[src/rtl/motor_pwm_pkg.sv]
package motor_pwm_pkg;

    localparam int CMD_W = 8;
    localparam logic [CMD_W-1:0] ZERO_CODE = {1'b1, {(CMD_W-1){1'b0}}};

    typedef struct packed {
        logic             neg;
        logic [CMD_W-1:0] mag;
    } drive_t;

    function automatic logic [CMD_W-1:0] abs_cmd(input logic [CMD_W-1:0] c);
        return c[CMD_W-1] ? (~c + 1'b1) : c;
    endfunction

    function automatic drive_t split_cmd(input logic [CMD_W-1:0] c,
                                         input int unsigned      frame_len);
        drive_t           d;
        logic [CMD_W-1:0] m;
        m     = abs_cmd(c);
        d.neg = c[CMD_W-1];
        d.mag = (32'(m) >= frame_len) ? CMD_W'(frame_len) : m;
        return d;
    endfunction

    function automatic logic [CMD_W-1:0] to_offset(input logic [CMD_W-1:0] c);
        return c ^ ZERO_CODE;
    endfunction

endpackage

[src/rtl/pwm_frame_timer.sv]
module pwm_frame_timer #(
    parameter int FRAME_LEN = 100,
    localparam int CNT_W = (FRAME_LEN > 1) ? $clog2(FRAME_LEN) : 1
) (
    input  logic             clk,
    input  logic             rst,
    output logic [CNT_W-1:0] cnt_o,
    output logic             frame_end_o
);
    localparam logic [CNT_W-1:0] LAST = CNT_W'(FRAME_LEN - 1);

    logic [CNT_W-1:0] cnt_q;

    always_ff @(posedge clk) begin
        if (rst)
            cnt_q <= '0;
        else if (cnt_q == LAST)
            cnt_q <= '0;
        else
            cnt_q <= cnt_q + 1'b1;
    end

    assign cnt_o       = cnt_q;
    assign frame_end_o = (cnt_q == LAST);

    // the frame wraps to its first clock after the last one
    p_frame_wrap_r3: assert property (@(posedge clk) disable iff (rst)
        frame_end_o |=> (cnt_q == '0));

    // inside a frame the position advances by one each clock
    p_frame_step_r3: assert property (@(posedge clk) disable iff (rst)
        !frame_end_o |=> (cnt_q == $past(cnt_q) + 1'b1));

endmodule

[src/rtl/pwm_cmd_latch.sv]
module pwm_cmd_latch
    import motor_pwm_pkg::*;
#(
    parameter int FRAME_LEN = 100
) (
    input  logic             clk,
    input  logic             rst,
    input  logic             load_i,
    input  logic [CMD_W-1:0] cmd_i,
    output drive_t           drv_o,
    output logic [CMD_W-1:0] dac_o
);
    drive_t           drv_q;
    logic [CMD_W-1:0] dac_q;

    always_ff @(posedge clk) begin
        if (rst) begin
            drv_q <= '0;
            dac_q <= ZERO_CODE;
        end else if (load_i) begin
            drv_q <= split_cmd(cmd_i, FRAME_LEN);
            dac_q <= to_offset(cmd_i);
        end
    end

    assign drv_o = drv_q;
    assign dac_o = dac_q;

    // nothing latched changes except on the frame boundary
    p_hold_mid_frame_r8: assert property (@(posedge clk) disable iff (rst)
        !load_i |=> ($stable(drv_q) && $stable(dac_q)));

endmodule

[src/rtl/pwm_compare.sv]
module pwm_compare
    import motor_pwm_pkg::*;
#(
    parameter int FRAME_LEN = 100,
    localparam int CNT_W = (FRAME_LEN > 1) ? $clog2(FRAME_LEN) : 1
) (
    input  logic             clk,
    input  logic             rst,
    input  logic [CNT_W-1:0] cnt_i,
    input  logic [CMD_W-1:0] mag_i,
    output logic             pulse_o
);
    assign pulse_o = (32'(cnt_i) < 32'(mag_i));

    // a pulse may only begin at the first clock of a frame
    p_rise_at_start_r4: assert property (@(posedge clk) disable iff (rst)
        $rose(pulse_o) |-> (cnt_i == '0));

endmodule

[src/rtl/motor_pwm_out.sv]
module motor_pwm_out
    import motor_pwm_pkg::*;
#(
    parameter int FRAME_LEN = 100,
    localparam int CNT_W = (FRAME_LEN > 1) ? $clog2(FRAME_LEN) : 1
) (
    input  logic             clk,
    input  logic             rst,
    input  logic [CMD_W-1:0] cmd_i,
    input  logic             force_zero_i,
    output logic [CMD_W-1:0] dac_o,
    output logic             pulse_o,
    output logic             sign_o
);
    logic [CNT_W-1:0] cnt;
    logic             frame_end;
    drive_t           drv;
    logic [CMD_W-1:0] dac_q;
    logic             pulse_raw;

    pwm_frame_timer #(.FRAME_LEN(FRAME_LEN)) timer_i (
        .clk         (clk),
        .rst         (rst),
        .cnt_o       (cnt),
        .frame_end_o (frame_end)
    );

    pwm_cmd_latch #(.FRAME_LEN(FRAME_LEN)) latch_i (
        .clk    (clk),
        .rst    (rst),
        .load_i (frame_end),
        .cmd_i  (cmd_i),
        .drv_o  (drv),
        .dac_o  (dac_q)
    );

    pwm_compare #(.FRAME_LEN(FRAME_LEN)) cmp_i (
        .clk     (clk),
        .rst     (rst),
        .cnt_i   (cnt),
        .mag_i   (drv.mag),
        .pulse_o (pulse_raw)
    );

    assign dac_o   = force_zero_i ? ZERO_CODE : dac_q;
    assign sign_o  = drv.neg & ~force_zero_i;
    assign pulse_o = pulse_raw & ~force_zero_i;

    // a negative direction always pairs with a code below zero-command
    p_sign_vs_code_r7: assert property (@(posedge clk) disable iff (rst)
        sign_o |-> !dac_o[CMD_W-1]);

    // force-zero silences every output
    p_force_quiet_r9: assert property (@(posedge clk) disable iff (rst)
        force_zero_i |-> ((dac_o == ZERO_CODE) && !pulse_o && !sign_o));

endmodule

[config.mk]
export PLATFORM = sky130hd
export DESIGN_NAME = motor_pwm_out
export DESIGN_NICKNAME = d
export VERILOG_FILES = /design/src/rtl/motor_pwm_pkg.sv /design/src/rtl/pwm_frame_timer.sv /design/src/rtl/pwm_cmd_latch.sv /design/src/rtl/pwm_compare.sv /design/src/rtl/motor_pwm_out.sv
export SDC_FILE = /design/constraint.sdc
export NUM_CORES = 1
export LEC_CHECK = 0
export BUFFER_PORTS_ARGS = -buffer_cell sky130_fd_sc_hd__buf_2
export CAP_MARGIN = 20
export CORE_UTILIZATION = 40
export CTS_CLUSTER_DIAMETER = 200
export DETAILED_ROUTE_END_ITERATION = 8
export PLACE_DENSITY = 0.6
export SLEW_MARGIN = 5
export SYNTH_ARGS = -nofsm -noshare
export SYNTH_HDL_FRONTEND = slang
export SYNTH_SLANG_ARGS = --single-unit
[constraint.sdc]
create_clock -name clk -period 5.51 [get_ports clk]
set_clock_uncertainty 0.2 [all_clocks]
set_input_delay 1.102 -clock clk [delete_from_list [all_inputs] [get_ports clk]]
set_output_delay 1.102 -clock clk [all_outputs]
set_load 0.01 [all_outputs]
Word level (Yosys, flattened, before mapping)
Index checks and enable logic that the tools add are counted.
Widths: inputs -> output; s select.
{"block": "word_totals", "register_bits": 24, "in_bits": 11, "wordCells": 18}
{"block": "op_classes", "add_sub_neg": 2, "magnitude_cmp": 2, "n_eq_ne": 1, "mux": 3, "bitwise_logic": 5, "reduce_logical": 1}
{"op": "$mux 8", "count": 3}
{"op": "$add 8x1->8 const B", "count": 1}
{"op": "$ge 8x7->1 const B", "count": 1}
{"op": "$lt 7x8->1", "count": 1}
{"op": "$not 8->8", "count": 1}
{"op": "$add 7x1->7 const B", "count": 1}
{"op": "$eq 7x7->1 const B", "count": 1}
{"op": "$and 1x1->1", "count": 2}
{"op": "$not 1->1", "count": 2}
{"op": "$reduce_or 2->1", "count": 1}

Logic depth before layout (Yosys ltp)
{"block": "logic_depth", "ltp_word": 5, "depth_mapped": 8, "mapped_depth_nobuf": 7}

Hierarchy
Synthesis repeated with hierarchy kept, for this count alone.
{"block": "hier_totals", "hier_cells": 162, "area_unflattened_um2": 1403.8}
{"module": "pwm_cmd_latch", "n_inst": 1, "cells_per_inst": 99, "area_per_inst_um2": 870.8, "seq_area_each_um2": 340.3}
{"module": "pwm_frame_timer", "n_inst": 1, "cells_per_inst": 33, "area_per_inst_um2": 306.5, "seq_area_each_um2": 140.1}
{"module": "pwm_compare", "n_inst": 1, "cells_per_inst": 20, "area_per_inst_um2": 163.9, "seq_area_each_um2": 0.0}
{"module": "motor_pwm_out", "n_inst": 1, "cells_per_inst": 10, "area_per_inst_um2": 62.6, "seq_area_each_um2": 0.0}

Worst setup path before layout
No wires, ideal clock.
{"block": "synth_path", "path_kind": "input-to-output", "from": "in force_zero_i", "to": "out pulse_o", "arrival_ns": 1.768, "required_time_ns": 4.208, "setup_slack_ns": 2.440, "path_stages": 4, "path_buffers": 0, "cell_sequence": "a2111oi_0 nand2_1 o21ai_0 a31o_2"}
{"block": "synth_via", "elab_chain_len": 2}
{"item": "from (decl)", "line": "motor_pwm_out.sv:10", "source": "input logic force_zero_i,"}
{"item": "$not 1->1", "line": "motor_pwm_out.sv:47", "source": "assign pulse_o = pulse_raw & ~force_zero_i;"}
{"item": "$and 1x1->1", "line": "motor_pwm_out.sv:47"}
{"item": "to (decl)", "line": "motor_pwm_out.sv:12", "source": "output logic pulse_o,"}
No other way between the ends.

Worst setup path after layout
Ends and elaborated chain as after synthesis.

==> qor.txt <==
Htree depth - 1
Top post-synthesis cells by area - dfxtp_1 (35%), ha_1 (8.2%), nand2_1 (6.3%), a21oi_1 (5.8%), nor2b_1 (4.5%)
Unrepaired setup endpoints after global routing - false
Routed wire per std cell - 12.6 um
Internal - 230 uW
Initial antenna violation count - 0
Synth cell count leaders - dfxtp_1 (24), nand2_1 (23), a21oi_1 (16)
CTS tree - built
Critical path origin - force_zero_i
Starting density of the core - 43.8%
Sequential power share - 57.6%
First-pass GRT wire length - 4730 um
Number of gates resized after CTS - 0
Clock sinks - 24
HPWL Detailed - 2170 um
PortBufs - 20
Worst Tran Pin Value - 0.648 ns
Share of the synthesized area in the top cell type - 34.8%
Post-synth top flop - dfxtp_1
Post-synthesis cell area - 0.00138 mm2
DR vias - 1219
Synth Net Count - 193
Core ar. - 0.00315 mm2
Placed cells - 227
Tcrit/Tclk final - 63.2%
Max-Cap Viols - 0
Switching Share - 25.2%
Postcts setup bufs - 0
Die Span X - 60.7 um
Flop2flop setup slack - 3.31 ns
Hold_sp - latch_i.dac_o[2]
Max Slew Vio Count - 0
Status - finished clean
Area Overhead vs Synth - 10.4%
Routed Wire Length - 2910 um
Comb pwr share - 11.9%
Via/cell ratio - 5.28
Share of layout cells above drive strength 1 - 18.2%
Largest vdd supply drop - 81.9 uV
Dominant cell type by area after synthesis - dfxtp_1
Critical Path Start Type - primary input
Hold buffer count at CTS - 0
First DRT Iteration DRCs - 43
Distinct cells, synth - 41
Number of I/O pins - 21
Period minus WS final - 3.48 ns
# DRC - 0
Mean Syn Cell Area - 7.98 um2
Sw Pwr - 77.5 uW
CTS root buf - clkbuf_4
Clock latency on the worst-skew pair - 0.31 ns
Nets - 208
Total global routing overflow - 0
Number of global-route vias before repair - 1065
Worst min path class - reg -> reg
First drt pass iteration count - 4
Yosys warning total - 0
Cell Pwr Density - 202 mW/mm2
Worst setup margin - 2.03 ns
Power after layout - 308 uW
Number of synthesized flops with an enable pin - 0
Setup_tns - 0 ns
Worst path required time - 4.21 ns
CP Class - in -> out
Final hold vios - 0
Post-Syn Instances - 173
FF+latch count, synth - 24
Hold Slack - 0.265 ns
Post-DRT Antenna Nets - 0
Slew HR - 56.7%
Seq/Total Area, Yosys - 34.8%
Worst hold path depth - 2
Reg2Reg Depth - 5
RR Startpoint - timer_i.cnt_o[3]
Leak - 0.000592 uW
Peak Freq - 287 MHz
Final Non-Filler Cells - 231
# setup viols final - 0
Largest net degree at the start of global routing - 19
Post-synth ARST share - 0%
Total die area - 0.00369 mm2
Worst Path Arrival - 2.18 ns
CP max FO - 11
Clk slew on worst S/H paths - 0.13 ns
CP Capture Type - output port
CTS Buf Count - 3
Ant diodes - 0
Clock power frac - 30.5%
Global Route Usage Sum - 17.3%
Placer Congestion - 0.811
Row cnt - 20
Clock Path Buffers - 2
DIE HEIGHT - 60.7 um
Place WS - 2.02 ns
Most common cell in the netlist - dfxtp_1
==> layout by cell type (no fill, tap or decap), types with 2 or more instances in the layout <==
master / instances
or3_1: 2
xor2_1: 3
and3_1: 2
nor2_1: 15
a211oi_1: 2
dfxtp_1: 24
nand3_1: 3
nor3_1: 2
ha_1: 9
or2_2: 2
clkbuf_4: 3
and2_1: 3
a2111oi_0: 2
a21oi_1: 16
inv_1: 10
a22o_2: 2
nor2b_1: 10
nand2_1: 23
mux2i_1: 2
buf_2: 20
xnor2_1: 5
o21ai_0: 7
nand2b_1: 4
==> critical path: stages <==
cell       delay (ns)
buf_2            0.16
a2111oi_0        0.48
nand2_1          0.09
o21ai_0          0.11
a31o_2           0.13
buf_2            0.12
==> power groups by stage <==
stage	Clock [uW]	Sequential (uW)	Combinational, uW
2_1_floorplan	0	181	26.3
3_3_place_gp	0	181	35.4
3_5_place_dp	0	181	36.5
4_1_cts	96.1	177	36.6
5_1_grt	103	178	41.1
6_report	93.7	177	36.7
==> cell type report <==
| type | instances | area, um2 |
|---|---|---|
| clock buffers | 4 | 36.3 |
| fillers | 340 | 1630 |
| inverters | 10 | 37.5 |
| flip-flops and latches | 24 | 480 |
| well taps | 44 | 55.1 |
| repair buffers | 20 | 100 |
| multi-input cells | 129 | 815 |
==> flip-flops by register name, indices dropped and copies added (netlist names) <==
register       cells
latch_i.dac_o      8
latch_i.drv_o      9
timer_i.cnt_o      7
==> cells by family after synthesis <==
kind of cell    after synthesis  synth area share, %
flops                        24                 34.8
fa+ha+maj                     9                 8.16
simple gates                 73                 26.7
buf+inv                      20                 6.16
mux                           2                 1.45
xor+xnor                      8                 5.08
compound gates               37                 17.6
==> worst paths after layout <==
check,to
worst min-delay path,latch_i.dac_o[2]
worst max register to register,latch_i.drv_o[3]
worst max-delay path,pulse_o
worst min register to register,latch_i.dac_o[2]
==> through the flow <==
step	util (%)	instance area, um2
2_1_floorplan	-	1380
3_3_place_gp	47.2	1490
3_5_place_dp	47.2	1490
4_1_cts	48.3	1520
5_1_grt	48.3	1520
6_report	48.3	1520
==> metal layers <==
metal	up-vias	global-route usage, %	wire length, um
li1	618	-	-
met1	567	23.2	1420
met2	29	27.0	1340
met3	5	2.56	84
met4	0	8.77	60
met5	-	0	0
(Power assumes the default switching activity.)
